==> src/rtl/uart_irq_pkg.sv <==
package uart_irq_pkg;
  localparam int IER_W = 4;
  localparam int EN_RX    = 0;
  localparam int EN_THRE  = 1;
  localparam int EN_LINE  = 2;
  localparam int EN_MODEM = 3;

  typedef enum logic [3:0] {
    ID_MODEM   = 4'h0,
    ID_NONE    = 4'h1,
    ID_THRE    = 4'h2,
    ID_RXDATA  = 4'h4,
    ID_LINE    = 4'h6,
    ID_TIMEOUT = 4'hC
  } irqId_e;

  // Strobes from the control half to the datapath: next-state values.
  typedef struct packed {
    logic [IER_W-1:0] ierNext;
    logic             threPendNext;
  } ctrlStrobe_t;
endpackage

==> src/rtl/uart_irq_ctrl.sv <==
module uart_irq_ctrl
  import uart_irq_pkg::*;
(
  input  logic        clk,
  input  logic        rstN,
  input  logic        ierWrEn,
  input  logic [7:0]  ierWrData,
  input  logic        thrWrEn,
  input  logic        iirRdEn,
  input  logic        txDoneEn,
  input  logic        thrEmpty,
  output ctrlStrobe_t strobes,
  output logic [7:0]  ierRdData
);
  logic [IER_W-1:0] ierReg;
  logic             pendReg;
  logic             armPend;
  logic             dropPend;
  logic [3:0]       unusedIerHi;

  assign unusedIerHi = ierWrData[7:4];

  always_comb begin
    armPend  = (ierWrEn || txDoneEn) && thrEmpty;
    dropPend = thrWrEn || iirRdEn;
    strobes.ierNext      = ierWrEn ? ierWrData[IER_W-1:0] : ierReg;
    strobes.threPendNext = dropPend ? 1'b0 : (armPend ? 1'b1 : pendReg);
  end

  always_ff @(posedge clk or negedge rstN) begin
    if (!rstN) begin
      ierReg  <= '0;
      pendReg <= 1'b0;
    end else begin
      ierReg  <= strobes.ierNext;
      pendReg <= strobes.threPendNext;
    end
  end

  assign ierRdData = {{(8-IER_W){1'b0}}, ierReg};
endmodule

==> src/rtl/uart_irq_prio.sv <==
module uart_irq_prio
  import uart_irq_pkg::*;
(
  input  logic [IER_W-1:0] ier,
  input  logic             threPend,
  input  logic             lineHit,
  input  logic             tmoHit,
  input  logic             rxHit,
  input  logic             deltaHit,
  output irqId_e           code
);
  always_comb begin
    if (ier[EN_LINE] && lineHit)        code = ID_LINE;
    else if (ier[EN_RX] && tmoHit)      code = ID_TIMEOUT;
    else if (ier[EN_RX] && rxHit)       code = ID_RXDATA;
    else if (ier[EN_THRE] && threPend)  code = ID_THRE;
    else if (ier[EN_MODEM] && deltaHit) code = ID_MODEM;
    else                                code = ID_NONE;
  end
endmodule

==> src/rtl/uart_irq_dp.sv <==
module uart_irq_dp
  import uart_irq_pkg::*;
#(
  parameter int CNT_W     = 5,
  parameter int NUM_ERR   = 4,
  parameter int NUM_DELTA = 4
) (
  input  logic                 clk,
  input  logic                 rstN,
  input  ctrlStrobe_t          strobes,
  input  logic [NUM_ERR-1:0]   lineErr,
  input  logic                 dataReady,
  input  logic                 fifoOn,
  input  logic [CNT_W-1:0]     rxCount,
  input  logic [CNT_W-1:0]     trigLevel,
  input  logic                 timeoutPend,
  input  logic [NUM_DELTA-1:0] modemDelta,
  output logic [7:0]           iirRdData,
  output logic                 irqOut
);
  logic   lineHit;
  logic   deltaHit;
  logic   rxHit;
  irqId_e code;
  logic [7:0] iirReg;
  logic       irqReg;

  always_comb begin
    lineHit  = |lineErr;
    deltaHit = |modemDelta;
    rxHit    = dataReady && (!fifoOn || (rxCount >= trigLevel));
  end

  uart_irq_prio prio_i (
    .ier      (strobes.ierNext),
    .threPend (strobes.threPendNext),
    .lineHit  (lineHit),
    .tmoHit   (timeoutPend),
    .rxHit    (rxHit),
    .deltaHit (deltaHit),
    .code     (code)
  );

  always_ff @(posedge clk or negedge rstN) begin
    if (!rstN) begin
      iirReg <= {4'h0, ID_NONE};
      irqReg <= 1'b0;
    end else begin
      iirReg <= {{2{fifoOn}}, 2'b00, code};
      irqReg <= (code != ID_NONE);
    end
  end

  assign iirRdData = iirReg;
  assign irqOut    = irqReg;
endmodule

==> src/rtl/uart_irq_id.sv <==
module uart_irq_id
  import uart_irq_pkg::*;
#(
  parameter int CNT_W     = 5,
  parameter int NUM_ERR   = 4,
  parameter int NUM_DELTA = 4
) (
  input  logic                 clk,
  input  logic                 rstN,
  input  logic                 ierWrEn,
  input  logic [7:0]           ierWrData,
  input  logic                 thrWrEn,
  input  logic                 iirRdEn,
  input  logic                 txDoneEn,
  input  logic                 thrEmpty,
  input  logic [NUM_ERR-1:0]   lineErr,
  input  logic                 dataReady,
  input  logic                 fifoOn,
  input  logic [CNT_W-1:0]     rxCount,
  input  logic [CNT_W-1:0]     trigLevel,
  input  logic                 timeoutPend,
  input  logic [NUM_DELTA-1:0] modemDelta,
  output logic [7:0]           ierRdData,
  output logic [7:0]           iirRdData,
  output logic                 irqOut
);
  ctrlStrobe_t strobes;

  uart_irq_ctrl ctrl_i (
    .clk       (clk),
    .rstN      (rstN),
    .ierWrEn   (ierWrEn),
    .ierWrData (ierWrData),
    .thrWrEn   (thrWrEn),
    .iirRdEn   (iirRdEn),
    .txDoneEn  (txDoneEn),
    .thrEmpty  (thrEmpty),
    .strobes   (strobes),
    .ierRdData (ierRdData)
  );

  uart_irq_dp #(.CNT_W(CNT_W), .NUM_ERR(NUM_ERR), .NUM_DELTA(NUM_DELTA)) dp_i (
    .clk         (clk),
    .rstN        (rstN),
    .strobes     (strobes),
    .lineErr     (lineErr),
    .dataReady   (dataReady),
    .fifoOn      (fifoOn),
    .rxCount     (rxCount),
    .trigLevel   (trigLevel),
    .timeoutPend (timeoutPend),
    .modemDelta  (modemDelta),
    .iirRdData   (iirRdData),
    .irqOut      (irqOut)
  );
endmodule

==> config.mk <==
export PLATFORM = sky130hd
export DESIGN_NAME = uart_irq_id
export DESIGN_NICKNAME = d
export VERILOG_FILES = /design/src/rtl/uart_irq_pkg.sv /design/src/rtl/uart_irq_ctrl.sv /design/src/rtl/uart_irq_prio.sv /design/src/rtl/uart_irq_dp.sv /design/src/rtl/uart_irq_id.sv
export SDC_FILE = /design/constraint.sdc
export NUM_CORES = 1
export LEC_CHECK = 0
export ABC_AREA = 1
export BUFFER_PORTS_ARGS = -buffer_cell sky130_fd_sc_hd__buf_2
export CAP_MARGIN = 5
export CORE_MARGIN = 10
export CORE_UTILIZATION = 25
export CTS_CLUSTER_DIAMETER = 100
export DETAILED_ROUTE_END_ITERATION = 10
export SLEW_MARGIN = 40
export SYNTH_ARGS = -nofsm -noshare
export SYNTH_HDL_FRONTEND = slang
export SYNTH_SLANG_ARGS = --single-unit
==> constraint.sdc <==
create_clock -name clk -period 0.9 [get_ports clk]
set_input_delay 0.18 -clock clk [delete_from_list [all_inputs] [get_ports clk]]
set_output_delay 0.18 -clock clk [all_outputs]
set_load 0.03 [all_outputs]
==> impl_metrics.json, run 1 <==
{
  "status": "finished with violations",
  "violations": "negative setup slack",
  "path_cells": "buf_6",
  "cts_inserted_buffers": 3,
  "synth-seq-area-share": 0.408,
  "async_flop_share": 1.00,
  "finClkSkew_ps": 2.85,
  "dieArea_mm2": 0.00520,
  "critPathTopFamily": "flip-flops",
  "dp_hpwl_mm": 1.60,
  "min_from": "fifoOn",
  "cts_sinks": 11,
  "end_kind": "output pin",
  "h-tree-depth": 1,
  "rsz0062_at_grt": "yes",
  "drt-vias-per-instance": 4.05,
  "required_ps": 720,
  "antenna_found_initial": 0,
  "layout_setup_ws_ps": -186,
  "root_buffer": "clkbuf_4",
  "antenna_cells": 0,
  "dr.pass1.iters": 2,
  "synth-seq-cells": 11,
  "globalplace.congestion": 0.682,
  "p_leak_nw": 0.584,
  "fin_tns_setup_ps": -1280,
  "rr_startpoint": "ctrl_i.ierReg[2]",
  "nets": 167,
  "drt_iter0_drc": 4,
  "timing.fmax_mhz": 921,
  "drive_above_1_share": 0.544,
  "synthFlopType": "dfrtp_1",
  "synth_cell_type_count": 22,
  "synth_edf_count": 0,
  "cts_buffer_depth": 2,
  "final_util": 0.429,
  "worst_path_max_delay_cell": "dfstp_2",
  "routed_wl_mm": 1.78,
  "syn_inst": 80,
  "total_power_mw": 1.41,
  "syn2layout_area_growth_pct": 59.4,
  "max_stage_delay_ps": 520,
  "startpoint_type": "flop",
  "path_buf_inv": 1,
  "cap_violations": 0,
  "die_y_um": 72.1,
  "num_vias": 628,
  "power_density_mw_per_mm2": 1310,
  "syn-cell-area_um2": 678,
  "grt-ovfl-total": 0,
  "yosys_warnings": 0,
  "hold_slack_ps": 31.8,
  "wl_per_cell_um": 11.5,
  "drv_slew": 0,
  "cts_tree": "done",
  "ir_drop_mv": 0.624,
  "io_pins": 53,
  "setup_viol": 15,
  "period_needed_ps": 1090,
  "design_area_mm2": 0.00108,
  "critPathArrivalTime_ps": 910,
  "fin_crit_sh": 1.21,
  "place_area_um2": 932,
  "io_buffers": 42,
  "grt_max_degree": 12,
  "start_util": 0.269,
  "grt_pass1_vias": 740,
  "remaining_drc_errors": 0,
  "grt_pass1_wl_mm": 3.02,
  "hold_path.class": "input pin to flop",
  "drtAntennaViolNets": 0,
  "rows": 18,
  "cp_max_fo": 1,
  "grt_usage": 0.0695,
  "clk_latency_ps": 260,
  "worst_setup_path_startpoint": "dp_i.iirRdData[0]",
  "core_area_mm2": 0.00252,
  "cts.clk_slew.worst_paths_ps": 70,
  "critPathKind": "flop to output pin",
  "avgSynthCellArea_um2": 8.48,
  "hold_viol": 0,
  "die_w_um": 72.1
}
## metrics by stage
step	std cells	setup slack, ps
3_3_place_gp	149	-299
3_5_place_dp	149	-325
4_1_cts	155	-196
6_report	155	-186
5_1_grt	155	-226
2_1_floorplan	85	-151
## area by class of cell
class / instances / area [um^2]
clock buffers: 4 / 26.3
well taps: 30 / 37.5
multi-input cells: 51 / 362
flip-flops and latches: 11 / 280
repair buffers: 44 / 309
inverters: 15 / 66.3
fillers: 265 / 1440
## repair_timing
item / in CTS / in global routing
endpoints found under the hold margin: 10 / 0
hold buffers: 1 / 0
pin swaps: 5 / 3
endpoints found under the setup margin: 16 / 16
setup buffers: 1 / 0
resized for setup: 26 / 5
## cells in the mapped netlist, types with 2 or more instances
library cell,n,area share
o21ai_1,3,0.022
ha_1,5,0.092
nor2_1,5,0.028
nand2_1,18,0.10
nand2_2,2,0.018
inv_1,14,0.077
dfrtp_1,10,0.37
buf_4,7,0.077
a21oi_1,3,0.022
## cells by family after synthesis
| family | count (synthesis) | synth area share |
|---|---|---|
| multiplexers | 1 | 0.0221 |
| AO/OA/AOI/OAI | 8 | 0.0701 |
| adder cells (fa/ha/maj) | 5 | 0.0923 |
| other | 1 | 0.00553 |
| flip-flops | 11 | 0.408 |
| AND/OR/NAND/NOR | 31 | 0.225 |
| buffers and inverters | 23 | 0.177 |
## worst paths after layout
check                      slack [ps]           endpoint  cells past startpoint
max                              -190       iirRdData[0]                      1
min                                30  dp_i.iirRdData[6]                      1
max reg2reg                      -100  dp_i.iirRdData[0]                      4
min reg2reg                       550   ctrl_i.ierReg[3]                      2
max in group asynchronous         330  dp_i.iirRdData[0]                      2
min in group asynchronous         310     ctrl_i.pendReg                      2
## placed cells by master (no fill, tap or decap), types with 2 or more instances in the layout
master,netlist,routed
nor2_1,5,5
clkbuf_4,0,3
buf_6,1,13
buf_2,0,29
nand2_2,2,3
conb_1,1,6
dfrtp_1,10,7
dfrtp_2,0,3
inv_2,1,2
inv_1,14,11
nand2_1,18,17
ha_1,5,2
a21oi_1,3,2
ha_4,0,3
o21ai_2,0,2
## per-layer routing
layer	global-route usage	wire length [um]
met1	0.0623	652
met2	0.122	892
met3	0.0449	220
met4	0.0258	17
met5	0	0
## power by group
part,switching [mW],internal (mW)
combinational,0.289,0.225
sequential,0.0266,0.544
clock,0.155,0.171
## flip-flops by register name, summed over array words and instances, names as in the netlist
name / flops
ctrl_i.ierReg: 4
ctrl_i.pendReg: 1
dp_i.iirRdData: 5
dp_i.irqOut: 1
No activity file was read; power rests on OpenSTA's default activity.
==> inputs of run 2 (changes only) <==
- SYNTH_HIERARCHICAL: default -> 1
==> impl_metrics.json, run 2 <==
{
  "root_buffer": "clkbuf_4",
  "design_area_mm2": 0.00115,
  "drt-vias-per-instance": 4.00,
  "rrSetupSlack_ps": -220,
  "period_needed_ps": 1120,
  "synth_edf_count": 0,
  "worst_setup_path_startpoint": "rxCount[4]",
  "fillers": 257,
  "routed_wl_mm": 1.87,
  "synthTopCellsByArea": "dfrtp_1, nand2_1, inv_1, ha_1, buf_4",
  "dieArea_mm2": 0.00520,
  "setup_viol": 16,
  "total_power_mw": 1.44,
  "io_pins": 53,
  "avgSynthCellArea_um2": 7.79,
  "globalplace.congestion": 0.729,
  "synth_common_cells": "nand2_1, inv_1, dfrtp_1",
  "critPathTopFamily": "simple AND/OR/NAND/NOR gates",
  "grt_usage": 0.0713,
  "timing.fmax_mhz": 891,
  "hold_slack_ps": 38.5,
  "syn-cell-area_um2": 678,
  "drt_iter0_drc": 8,
  "dp_hpwl_mm": 1.65,
  "required_ps": 1040,
  "cts_inserted_buffers": 3,
  "cts.clk_slew.worst_paths_ps": 70,
  "fin_crit_sh": 1.25,
  "yosysTopAreaCellShare": 0.369,
  "yosys_warnings": 6,
  "cts_sinks": 11,
  "dpl_worst_slack_ps": -550,
  "reg2reg_depth": 6,
  "clk_latency_ps": 260,
  "cap_violations": 0,
  "finClkSkew_ps": 1.54,
  "critPathArrivalTime_ps": 1260,
  "yosysMostFrequentCell": "nand2_1",
  "synth_area_leader_cell": "dfrtp_1",
  "rsz0062_at_grt": "yes",
  "drtAntennaViolNets": 0,
  "hold_path_depth": 1,
  "num_vias": 656,
  "layout_setup_ws_ps": -222,
  "syn2layout_area_growth_pct": 69.4,
  "cp_common_cell": "nand2_1",
  "hold_path.class": "input pin to flop",
  "multi_input_area_um2": 387,
  "r2r_end": "dp_i/irqOut",
  "start_util": 0.269,
  "synth-seq-cells": 11,
  "startpoint_type": "input pin",
  "ff_latch_area_um2": 278,
  "syn_inst": 87,
  "cts_tree": "done",
  "min_from": "fifoOn",
  "most-common-layout-cells": "buf_2, nand2_1, buf_6, inv_1, dfrtp_1",
  "drive_above_1_share": 0.567,
  "antenna_found_initial": 0,
  "synth_cell_type_count": 20,
  "drv_slew": 0,
  "hold_path_end": "dp_i/iirRdData[6]",
  "nets": 176,
  "grt_pass1_wl_mm": 3.05,
  "share_comb_of_total_power": 0.385,
  "critPathKind": "input pin to flop",
  "p_leak_nw": 0.608,
  "worst_path_max_delay_cell": "ha_4",
  "synthFlopType": "dfrtp_1",
  "grt-ovfl-total": 0,
  "p_clk_frac": 0.223,
  "place_area_um2": 965,
  "hold_viol": 0,
  "h-tree-depth": 1,
  "power_density_mw_per_mm2": 1260,
  "rows": 18,
  "async_flop_share": 1.00,
  "sequentialPowerShare": 0.392,
  "max_stage_delay_ps": 270,
  "core_area_mm2": 0.00252,
  "path_cells": "buf_2 -> ha_4 -> nand2_1 -> inv_1 -> nand2_1 -> nand2_1 -> nor2_1 -> nor2_1 -> nand2_2 -> nand3_2 -> nand2_1 -> nand3b_1",
  "cp_max_fo": 3,
  "remaining_drc_errors": 0,
  "cts_buffer_depth": 2,
  "final_common_cell": "buf_2",
  "ir_drop_mv": 0.787,
  "die_y_um": 72.1,
  "grt_pass1_vias": 696,
  "antenna_cells": 0,
  "die_w_um": 72.1,
  "io_buffers": 42,
  "wl_per_cell_um": 11.4,
  "power.switching_mw": 0.478,
  "p_sw_frac": 0.331,
  "dr.pass1.iters": 4,
  "violations": "negative setup slack",
  "largest_register_ffs": 5,
  "rr_startpoint": "ctrl_i/ierReg[0]",
  "internal_power_mw": 0.966,
  "status": "finished with violations",
  "path_buf_inv": 2,
  "end_kind": "flop",
  "grt_max_degree": 12,
  "synth-seq-area-share": 0.408
}
run 2: cell count changes in the layout (fill, tap and decap cells not counted), moves of 2 or more:
| cell | before | now |
|---|---|---|
| buf_2 | 29 | 27 |
| dfrtp_2 | 3 | 1 |
| buf_6 | 13 | 15 |
| buf_4 | 1 | 4 |
| inv_2 | 2 | 4 |
| nor2_1 | 5 | 8 |
| dfrtp_1 | 7 | 9 |
| nand2_2 | 3 | 5 |
run 2: worst max-delay path by stage:
stage	end	slack, ps	cells after the start
global placement	dp_i/irqOut	-520	12
detailed placement	dp_i/irqOut	-550	13
CTS	dp_i/irqOut	-210	13
finish	dp_i/irqOut	-220	12
global route	dp_i/irqOut	-330	6
floorplan	dp_i/irqOut	-310	12
run 2: area by class of cell:
type                       count  area share
clock buffer                   4      0.0229
multi-input combinational     55       0.337
sequential                    11       0.242
timing repair buffer          47       0.300
inverter                      17      0.0664
tap                           30      0.0327
run 2: stage by stage:
| stage | setup TNS (ps) | util | std cells |
|---|---|---|---|
| global placement | -1870 | 0.382 | 157 |
| finish | -1690 | 0.455 | 164 |
| detailed placement | -1960 | 0.382 | 157 |
| global route | -2500 | 0.455 | 164 |
| CTS | -1730 | 0.433 | 162 |
| floorplan | -864 | - | 91 |
run 2: logic make-up (layout without fill, tap and decap cells):
logic type               after synthesis  count (layout)  share of synthesized area
flip-flops                            11              11                      0.408
other                                  2               6                     0.0111
buffers and inverters                 25              68                      0.188
AND/OR/NAND/NOR                       37              37                      0.238
adder cells (fa/ha/maj)                5               5                     0.0923
AO/OA/AOI/OAI                          7               7                     0.0627
run 2: timing repair:
action,in CTS,in global routing
hold buffers,1,0
resized for setup,26,14
pin swaps,9,2
endpoints found under the setup margin,16,16
endpoints found under the hold margin,10,0
buffers inserted,0,2
run 2: per-layer routing:
layer,GRT usage,share of wire,up-vias
met2,0.118,0.48,35
met3,0.0517,0.15,2
met1,0.0673,0.36,281
li1,-,-,338
met4,0.0258,0.0032,0
met5,0,0,-
run 2: power groups by stage:
stage	clock network (mW)	logic, mW	registers (mW)
6_report	0.322	0.556	0.566
5_1_grt	0.359	0.610	0.571
4_1_cts	0.335	0.514	0.564
3_5_place_dp	0	0.448	0.564
3_3_place_gp	0	0.438	0.562
2_1_floorplan	0	0.213	0.649
